## src/rtl/vls_pkg.sv

```systemverilog
package vls_pkg;

    parameter int ADDR_W  = 64;
    parameter int DISP_W  = 16;
    parameter int MAX_VL  = 64;
    parameter int IDX_W   = $clog2(MAX_VL);
    parameter int VL_W    = IDX_W + 1;
    parameter int SIZE_W  = 4;
    parameter int SHAMT_W = $clog2(ADDR_W);
    parameter int LG_W    = 2;
    parameter int REV_W   = $clog2(IDX_W + 1);

    typedef enum logic [1:0] {
        MODE_UNIT = 2'd0,
        MODE_ELEM = 2'd1,
        MODE_BREV = 2'd2,
        MODE_RSVD = 2'd3
    } mode_e;

    typedef struct packed {
        logic [ADDR_W-1:0]  base;
        logic [ADDR_W-1:0]  disp;
        logic [LG_W-1:0]    lg_size;
        logic [SHAMT_W-1:0] shamt;
        logic [IDX_W-1:0]   last;
        logic [REV_W-1:0]   rev_bits;
        mode_e              mode;
    } cfg_t;

    function automatic logic size_ok(input logic [SIZE_W-1:0] s);
        return (s == SIZE_W'(1)) || (s == SIZE_W'(2)) ||
               (s == SIZE_W'(4)) || (s == SIZE_W'(8));
    endfunction

    function automatic logic [LG_W-1:0] size_lg(input logic [SIZE_W-1:0] s);
        logic [LG_W-1:0] r;
        case (s)
            SIZE_W'(2): r = LG_W'(1);
            SIZE_W'(4): r = LG_W'(2);
            SIZE_W'(8): r = LG_W'(3);
            default:    r = LG_W'(0);
        endcase
        return r;
    endfunction

    function automatic logic is_pow2(input logic [VL_W-1:0] v);
        return (v != '0) && ((v & (v - VL_W'(1))) == '0);
    endfunction

    function automatic logic [REV_W-1:0] vl_lg(input logic [VL_W-1:0] v);
        logic [REV_W-1:0] r;
        r = '0;
        for (int k = 0; k < VL_W; k++)
            if (v[k]) r = REV_W'(k);
        return r;
    endfunction

    function automatic logic [IDX_W-1:0] bit_rev(input logic [IDX_W-1:0] i,
                                                 input logic [REV_W-1:0] nb);
        logic [IDX_W-1:0] r;
        r = '0;
        for (int k = 0; k < IDX_W; k++)
            if (k < int'(nb)) r[int'(nb) - 1 - k] = i[k];
        return r;
    endfunction

endpackage

```

## src/rtl/vls_cfg_latch.sv

```systemverilog
module vls_cfg_latch
    import vls_pkg::*;
(
    input  logic               clk,
    input  logic               rst,
    input  logic               start,
    input  logic               idle,
    input  logic [ADDR_W-1:0]  base,
    input  logic               base_zero,
    input  logic [DISP_W-1:0]  disp,
    input  logic [SIZE_W-1:0]  size,
    input  logic [SHAMT_W-1:0] shamt,
    input  logic [VL_W-1:0]    vl,
    input  logic [1:0]         mode,
    output cfg_t               cfg,
    output logic               go,
    output logic               err
);

    logic  bad;
    mode_e req_mode;

    always_comb begin
        req_mode = mode_e'(mode);
        bad = !size_ok(size) || (vl == '0) || (vl > VL_W'(MAX_VL)) ||
              (req_mode == MODE_RSVD) ||
              ((req_mode == MODE_BREV) && !is_pow2(vl));
        go  = start && idle && !bad;
    end

    always_ff @(posedge clk) begin
        if (rst) begin
            cfg <= '0;
            err <= 1'b0;
        end else begin
            err <= start && idle && bad;
            if (go) begin
                cfg.base     <= base_zero ? '0 : base;
                cfg.disp     <= ADDR_W'($signed(disp));
                cfg.lg_size  <= size_lg(size);
                cfg.shamt    <= shamt;
                cfg.last     <= IDX_W'(vl - VL_W'(1));
                cfg.rev_bits <= vl_lg(vl);
                cfg.mode     <= ((req_mode == MODE_ELEM) && (disp == '0)) ?
                                MODE_UNIT : req_mode;
            end
        end
    end

endmodule

```

## src/rtl/vls_idx_ctr.sv

```systemverilog
module vls_idx_ctr
    import vls_pkg::*;
(
    input  logic             clk,
    input  logic             rst,
    input  logic             go,
    input  logic [IDX_W-1:0] last,
    input  logic             ready,
    output logic             valid,
    output logic [IDX_W-1:0] idx,
    output logic             done
);

    always_ff @(posedge clk) begin
        if (rst) begin
            valid <= 1'b0;
            idx   <= '0;
            done  <= 1'b0;
        end else begin
            done <= 1'b0;
            if (go) begin
                valid <= 1'b1;
                idx   <= '0;
            end else if (valid && ready) begin
                if (idx == last) begin
                    valid <= 1'b0;
                    done  <= 1'b1;
                end else begin
                    idx <= idx + IDX_W'(1);
                end
            end
        end
    end

endmodule

```

## src/rtl/vls_addr_gen.sv

```systemverilog
module vls_addr_gen
    import vls_pkg::*;
(
    input  cfg_t              cfg,
    input  logic [IDX_W-1:0]  idx,
    output logic [ADDR_W-1:0] addr
);

    logic [ADDR_W-1:0] idx_w;
    logic [ADDR_W-1:0] rev_w;
    logic [ADDR_W-1:0] off;

    always_comb begin
        idx_w = ADDR_W'(idx);
        rev_w = ADDR_W'(bit_rev(idx, cfg.rev_bits));
        case (cfg.mode)
            MODE_ELEM: off = cfg.disp * idx_w;
            MODE_BREV: off = ((cfg.disp << cfg.lg_size) * rev_w) << cfg.shamt;
            default:   off = cfg.disp + (idx_w << cfg.lg_size);
        endcase
        addr = cfg.base + off;
    end

endmodule

```

## src/rtl/vls_addr_seq.sv

```systemverilog
module vls_addr_seq
    import vls_pkg::*;
(
    input  logic               clk,
    input  logic               rst,
    input  logic               start,
    input  logic [ADDR_W-1:0]  base,
    input  logic               base_zero,
    input  logic [DISP_W-1:0]  disp,
    input  logic [SIZE_W-1:0]  size,
    input  logic [SHAMT_W-1:0] shamt,
    input  logic [VL_W-1:0]    vl,
    input  logic [1:0]         mode,
    input  logic               out_ready,
    output logic               out_valid,
    output logic [ADDR_W-1:0]  out_addr,
    output logic [IDX_W-1:0]   out_idx,
    output logic               done,
    output logic               err
);

    cfg_t cfg;
    logic go;

    vls_cfg_latch u_cfg (
        .clk(clk), .rst(rst), .start(start), .idle(!out_valid),
        .base(base), .base_zero(base_zero), .disp(disp), .size(size),
        .shamt(shamt), .vl(vl), .mode(mode),
        .cfg(cfg), .go(go), .err(err)
    );

    vls_idx_ctr u_ctr (
        .clk(clk), .rst(rst), .go(go), .last(cfg.last), .ready(out_ready),
        .valid(out_valid), .idx(out_idx), .done(done)
    );

    vls_addr_gen u_gen (
        .cfg(cfg), .idx(out_idx), .addr(out_addr)
    );

endmodule

```

## config.mk

```make
export PLATFORM = sky130hd
export DESIGN_NAME = vls_addr_seq
export DESIGN_NICKNAME = d
export VERILOG_FILES = /design/src/rtl/vls_pkg.sv /design/src/rtl/vls_cfg_latch.sv /design/src/rtl/vls_idx_ctr.sv /design/src/rtl/vls_addr_gen.sv /design/src/rtl/vls_addr_seq.sv
export SDC_FILE = /design/constraint.sdc
export NUM_CORES = 1
export LEC_CHECK = 0
export BUFFER_PORTS_ARGS = -buffer_cell sky130_fd_sc_hd__buf_2
export CORE_ASPECT_RATIO = 1.75
export CORE_UTILIZATION = 25
export DETAILED_ROUTE_END_ITERATION = 10
export SETUP_SLACK_MARGIN = 0.15
export SKIP_LAST_GASP = 1
export SLEW_MARGIN = 20
export SYNTH_ARGS = -nofsm -noshare
export SYNTH_HDL_FRONTEND = slang
export SYNTH_SLANG_ARGS = --single-unit
export TNS_END_PERCENT = 20
```

## constraint.sdc

```tcl
create_clock -name clk -period 26.7 [get_ports clk]
set_input_delay 8.01 -clock clk [delete_from_list [all_inputs] [get_ports clk]]
set_output_delay 8.01 -clock clk [all_outputs]
set_load 0.01 [all_outputs]
```

# Word level (Yosys, flattened, before mapping)
# Cells that the tools add are included.
dict set report op_classes {
  n_addsub 10
  multipliers 2
  magnitude_cmp 19
  n_eq_ne 10
  shifts 3
  n_mux 37
  n_bitwise 4
  reduce_logical 34
}
# op count
set op_table {}
lappend op_table {{$ge A32 B1 Y1 const B} 6}
lappend op_table {{$lt A32 B5 Y1 const B} 6}
lappend op_table {{$add A64 B64 Y64} 2}
lappend op_table {{$pmux W64 S2} 1}
lappend op_table {{$mul A64 B6 Y64} 1}
lappend op_table {{$mux W64} 1}
lappend op_table {{$shl A6 B2 Y64} 1}
lappend op_table {{$shl A64 B2 Y64} 1}
lappend op_table {{$shl A64 B6 Y64} 1}
lappend op_table {{$sub A32 B3 Y32 const B} 2}
lappend op_table {{$sub A32 B4 Y32 const B} 2}
lappend op_table {{$mux W6} 6}
lappend op_table {{$sub A32 B2 Y32 const B} 1}
lappend op_table {{$bwmux W6} 5}
lappend op_table {{$mul A16 B7 Y23} 1}
lappend op_table {{$demux W1 S3} 6}
lappend op_table {{$logic_not A16 Y1} 1}
lappend op_table {{$logic_not A7 Y1} 2}
lappend op_table {{$logic_and A1 B1 Y1} 13}
lappend op_table {{$mux W1} 11}
lappend op_table {{$mux W3} 3}
lappend op_table {{$and A7 B7 Y7} 1}
lappend op_table {{$gt A7 B7 Y1 const B} 1}
lappend op_table {{$logic_or A1 B1 Y1} 7}
lappend op_table {{other kinds (23)} 37}
dict set report word_totals {
  register_bits 108
  input_bits 104
  out_inout_bits 73
  wordCells 130
}

# Longest topological paths before layout
dict set report depth {
  depth_word 21
  ltp_mapped 58
  depth_no_buf 53
}

# Cells and area by module
# From an unflattened synthesis, not the netlist that was laid out.
dict set report unflattened {
  cells_unflattened 5379
  hier_area_um2 40979.3
}
# module n_inst cells_per_inst area_per_inst_um2 seq_area_each_um2
set by_module_without_submodules {}
lappend by_module_without_submodules {vls_addr_gen 1 4796 35183.7 0.0}
lappend by_module_without_submodules {vls_cfg_latch 1 531 5342.6 2001.9}
lappend by_module_without_submodules {vls_idx_ctr 1 51 449.2 160.2}
lappend by_module_without_submodules {vls_addr_seq 1 1 3.8 0.0}

# Least setup slack after synthesis
# Ideal clock, no wire load.
dict set report synth_path {
  kind {flip-flop to output port}
  start {register, netlist name u_cfg.cfg[2]}
  end {output port out_addr[60]}
  arrival_ps 12854
  required_time_ps 18690
  slack_ps 5836
  path_stages_with_launch 52
  n_path_buf 6
  path_cell_list {dfxtp_1 clkbuf_1 inv_1 clkbuf_1 ha_1 ha_1 clkbuf_1 inv_1 a21oi_1 nand2_1 ha_1 or4b_2 a2111oi_1 nand2_1 o32a_1 a221oi_1 a31o_2 mux2i_1 (+16 left out) mux2_2 o21ai_0 nor2_1 a311oi_1 a311oi_1 o21ai_0 a21oi_1 ha_1 clkbuf_1 and3_1 and4_1 nand2_1 o311ai_0 a211o_1 a31oi_1 o31ai_1 a21oi_1 xnor2_1}
}
dict set report synth_via {
  elab_chain_cells 21
  elab_cells_between_ends 58
  cone_classes {add/sub (7); mul (1); order compare (18); shift (1); mux (24); bitwise (1); reduce/logical (6)}
}
# element line
set synth_rtl {}
lappend synth_rtl {{branches (longest 16 deep; another with $sub A32 B2 Y32)} --}
lappend synth_rtl {{$mux W6 *} vls_pkg.sv:63} ;# if (k < int'(nb)) r[int'(nb) - 1 - k] = i[k];
lappend synth_rtl {{$mul A64 B6 Y64 *} vls_addr_gen.sv:18} ;# MODE_BREV: off = ((cfg.disp << cfg.lg_size) * rev_w) << cfg.shamt;
lappend synth_rtl {{$shl A64 B6 Y64 *} vls_addr_gen.sv:18}
lappend synth_rtl {{$pmux W64 S2 *} vls_addr_gen.sv:16} ;# case (cfg.mode)
lappend synth_rtl {{$add A64 B64 Y64 *} vls_addr_gen.sv:21} ;# addr = cfg.base + off;
lappend synth_rtl {{to (decl)} vls_addr_seq.sv:16} ;# output logic [ADDR_W-1:0] out_addr,
# Mark *: on every way between the ends.

# Final worst setup path
dict set report layout_path {
  start {register, netlist name u_cfg.cfg[2]}
  end {output port out_addr[60]}
}
dict set report layout_via {
  elab_chain_cells 21
  elab_cells_between_ends 58
  cone_classes {add/sub (7); mul (1); order compare (18); shift (1); mux (24); bitwise (1); reduce/logical (6)}
}
# element line
set layout_rtl {}
lappend layout_rtl {{branches (longest 16 deep; another with $sub A32 B2 Y32)} --}
lappend layout_rtl {{$mux W6 *} vls_pkg.sv:63}
lappend layout_rtl {{$mul A64 B6 Y64 *} vls_addr_gen.sv:18}
lappend layout_rtl {{$shl A64 B6 Y64 *} vls_addr_gen.sv:18}
lappend layout_rtl {{$pmux W64 S2 *} vls_addr_gen.sv:16}
lappend layout_rtl {{$add A64 B64 Y64 *} vls_addr_gen.sv:21}
# Marks and branches as above.

==> impl_metrics.json <==
{
  "status": "complete, no violations",
  "rsz0062_at_grt": "no",
  "avgSynthCellArea_um2": 7.74,
  "finalCriticalPeriod_ps": 23280,
  "seq_area_um2": 2170,
  "synth-seq-cells": 108,
  "vias": 21335,
  "slowest_delay_ps": 920,
  "grt_max_degree": 65,
  "area_delta_synth_final_pct": 10.8,
  "cap_violations": 0,
  "hp-start": "u_cfg.cfg[99]",
  "multi_input_comb_area_um2": 18000,
  "nNetsFinal": 3305,
  "finalClockSkew_ps": 21.5,
  "peakVddDrop_v": 0.0000306,
  "ys_async_sr_fraction_pct": 0,
  "end_kind": "primary output",
  "clkTransAtPathRegs_ps": 110,
  "synth_edf_count": 0,
  "io_pins": 177,
  "drtPass1Iterations": 5,
  "slew_viol_final": 0,
  "placed_area_um2": 23600,
  "hold_class": "flop to flop",
  "finalPower_uw": 415,
  "worst_pin_slew_ps": 1130,
  "slew_headroom_pct": 22.8,
  "n_antenna_cell": 0,
  "drtIter0Drc": 1382,
  "final-setup-viol-count": 0,
  "ys_top_cells_by_area": "fa_1, ha_1, dfxtp_1",
  "critical_path_required_ps": 18690,
  "netlist_area_um2": 21600,
  "finalHoldViolations": 0,
  "detail-route-antenna-nets": 0,
  "yosysTopAreaCell": "fa_1",
  "drive_above_1_share_pct": 11.9,
  "grt_overflow": 0,
  "synth_top_area_share_pct": 14.5,
  "max_freq_mhz": 42.9,
  "cts_setup_buffers": 0,
  "synthCells": 2788,
  "timing.final.crit_share_pct": 87.2,
  "p_leak_uw": 0.0110,
  "cts_tree": "done",
  "numCtsBuffers": 9,
  "dp_hpwl_mm": 67.7,
  "grt_pass1_vias": 21352,
  "cts_root_buf": "clkbuf_16",
  "ctsHoldBuffers": 0,
  "io_buffers": 176,
  "chipWidth_um": 224,
  "reg2reg_depth": 7,
  "synth_ff_type": "dfxtp_1",
  "reg2reg_to": "u_ctr.idx[5]",
  "fp.dieH_um": 391,
  "avgViaCountPerCell": 5.33,
  "wirelength_mm": 83.8,
  "design_area_um2": 23900,
  "arrival_ps": 15270,
  "dieArea_um2": 87600,
  "initial_core_util_pct": 25.2,
  "critPathLaunchType": "flop",
  "num-fill-cells": 9466,
  "startpoint": "u_cfg.cfg[2]",
  "clkLatencyLatePin_ps": 450,
  "crit_end": "out_addr[60]",
  "routedWlPerCell_um": 20.9,
  "r2r-start": "u_ctr.idx[0]",
  "synth_warnings": 0,
  "power_density_nw_per_um2": 17.3,
  "clock_sinks": 108,
  "ctsResizeCount": 0,
  "coreArea_um2": 85600,
  "rrSetupSlack_ps": 24340,
  "num_rows": 142,
  "ys_seq_area_share_pct": 10.0,
  "synthDistinctLibCells": 89,
  "cp_slowest_cell": "o311ai_0",
  "syn_nets": 3247,
  "worst_path_most_repeated_cell": "ha_1",
  "place_congestion": 1.02,
  "drcViolationCount": 0,
  "finalSetupTns_ps": 0,
  "track_usage_pct": 18.9,
  "critPathKind": "flop to primary output",
  "grt_pass1_wl_mm": 126,
  "htree_levels": 3,
  "antenna_found_initial": 6,
  "crit_fanout": 21,
  "ctsLongestPathBuffers": 2
}
==> final cells by class <==
class	instances	share of cell area (%)
Clock buffer	9	0.942
Clock inverter	7	0.372
Inverter	216	3.39
Multi-Input combinational cell	2296	75.3
Sequential cell	108	9.08
Tap cell	1152	6.03
Timing Repair Buffer	215	4.91
==> worst min path at each step <==
stage | endpoint | cells after the start
2_1_floorplan | u_cfg.cfg[100] | 1
3_3_place_gp | u_cfg.err | 1
3_5_place_dp | u_cfg.cfg[125] | 1
4_1_cts | u_cfg.err | 1
5_1_grt | u_cfg.cfg[106] | 1
6_report | u_cfg.cfg[99] | 1
==> metrics by stage <==
stage          instances  worst slack [ps]  hold slack [ps]  utilization, %
2_1_floorplan       2788              5840              456               -
3_3_place_gp        3987              4260              464            27.5
3_5_place_dp        3987              4150              477            27.5
4_1_cts             4003              3600              501            27.9
5_1_grt             4003              2320              525            27.9
6_report            4003              3420              502            27.9
==> kinds of logic after synthesis <==
family / synth area share, %
AO/OA/AOI/OAI: 25.9
XOR/XNOR: 5.32
adder cells (fa/ha/maj): 26.0
buffers and inverters: 6.74
flip-flops: 10.0
multiplexers: 6.81
AND/OR/NAND/NOR: 19.2
==> cells in the final DEF (no fill, tap or decap), drive strengths merged, types with 25 or more instances in the layout <==
cell / instances
a21o: 69
or2: 29
a22o: 64
mux2: 25
fa: 156
nand3: 42
o21ai: 143
inv: 217
a221oi: 25
dfxtp: 108
and2: 70
o21a: 34
xnor2: 84
o211ai: 27
xor2: 47
nand2b: 34
buf: 215
a31oi: 25
nor2: 307
a21oi: 197
nand4: 27
ha: 199
a211oi: 41
nor3: 49
nand2: 211
mux2i: 76
==> synth_stat cells, drive strengths merged, types with 8 or more instances <==
master	number
nand3	42
a211oi	41
buf	23
nor2	307
fa	156
a31oi	25
inv	213
a22oi	8
o211ai	27
mux2	25
nor3	49
mux4	19
or2	29
and2	70
clkbuf	145
a22o	64
xor2	47
nor2b	21
a211o	10
ha	199
a2111oi	14
or3	19
a21o	69
o21a	34
nand2	211
nand4	27
o21ai	143
a21oi	197
o31ai	16
nand2b	34
xnor2	84
and3	18
o21bai	24
o31a	10
o22ai	14
a311oi	11
dfxtp	108
nor4	16
mux2i	76
a221oi	25
==> sequential cells by signal, indices dropped and copies added (netlist names) <==
register	flops
u_cfg.err	1
u_cfg.cfg	99
u_ctr.idx	6
u_ctr.done	1
u_ctr.valid	1
==> per-layer routing <==
metal	vias to the layer above	routed length [um]	GRT usage, %	share of wire (%)
met5	-	39	0	0.047
met4	8	7490	16.0	8.9
met3	290	3950	3.27	4.7
met2	681	41800	33.6	50
met1	10288	30500	19.1	36
li1	10068	-	-	-
==> where the power goes <==
part | internal [uW] | total (uW) | switching [uW]
registers | 163 | 166 | 3.06
logic | 32.2 | 91.7 | 59.5
clock network | 68.1 | 157 | 88.9
total | 263 | 415 | 152
==> worst max-delay path: cells and delay by family, from the launching register on <==
kind	cells	cell delay, ps
mux	2	360
flops	1	320
compound gates	18	5990
buf+inv	7	1370
simple gates	10	2500
xor+xnor	1	170
fa+ha+maj	9	4120
Power figures use the tool's default switching activity.
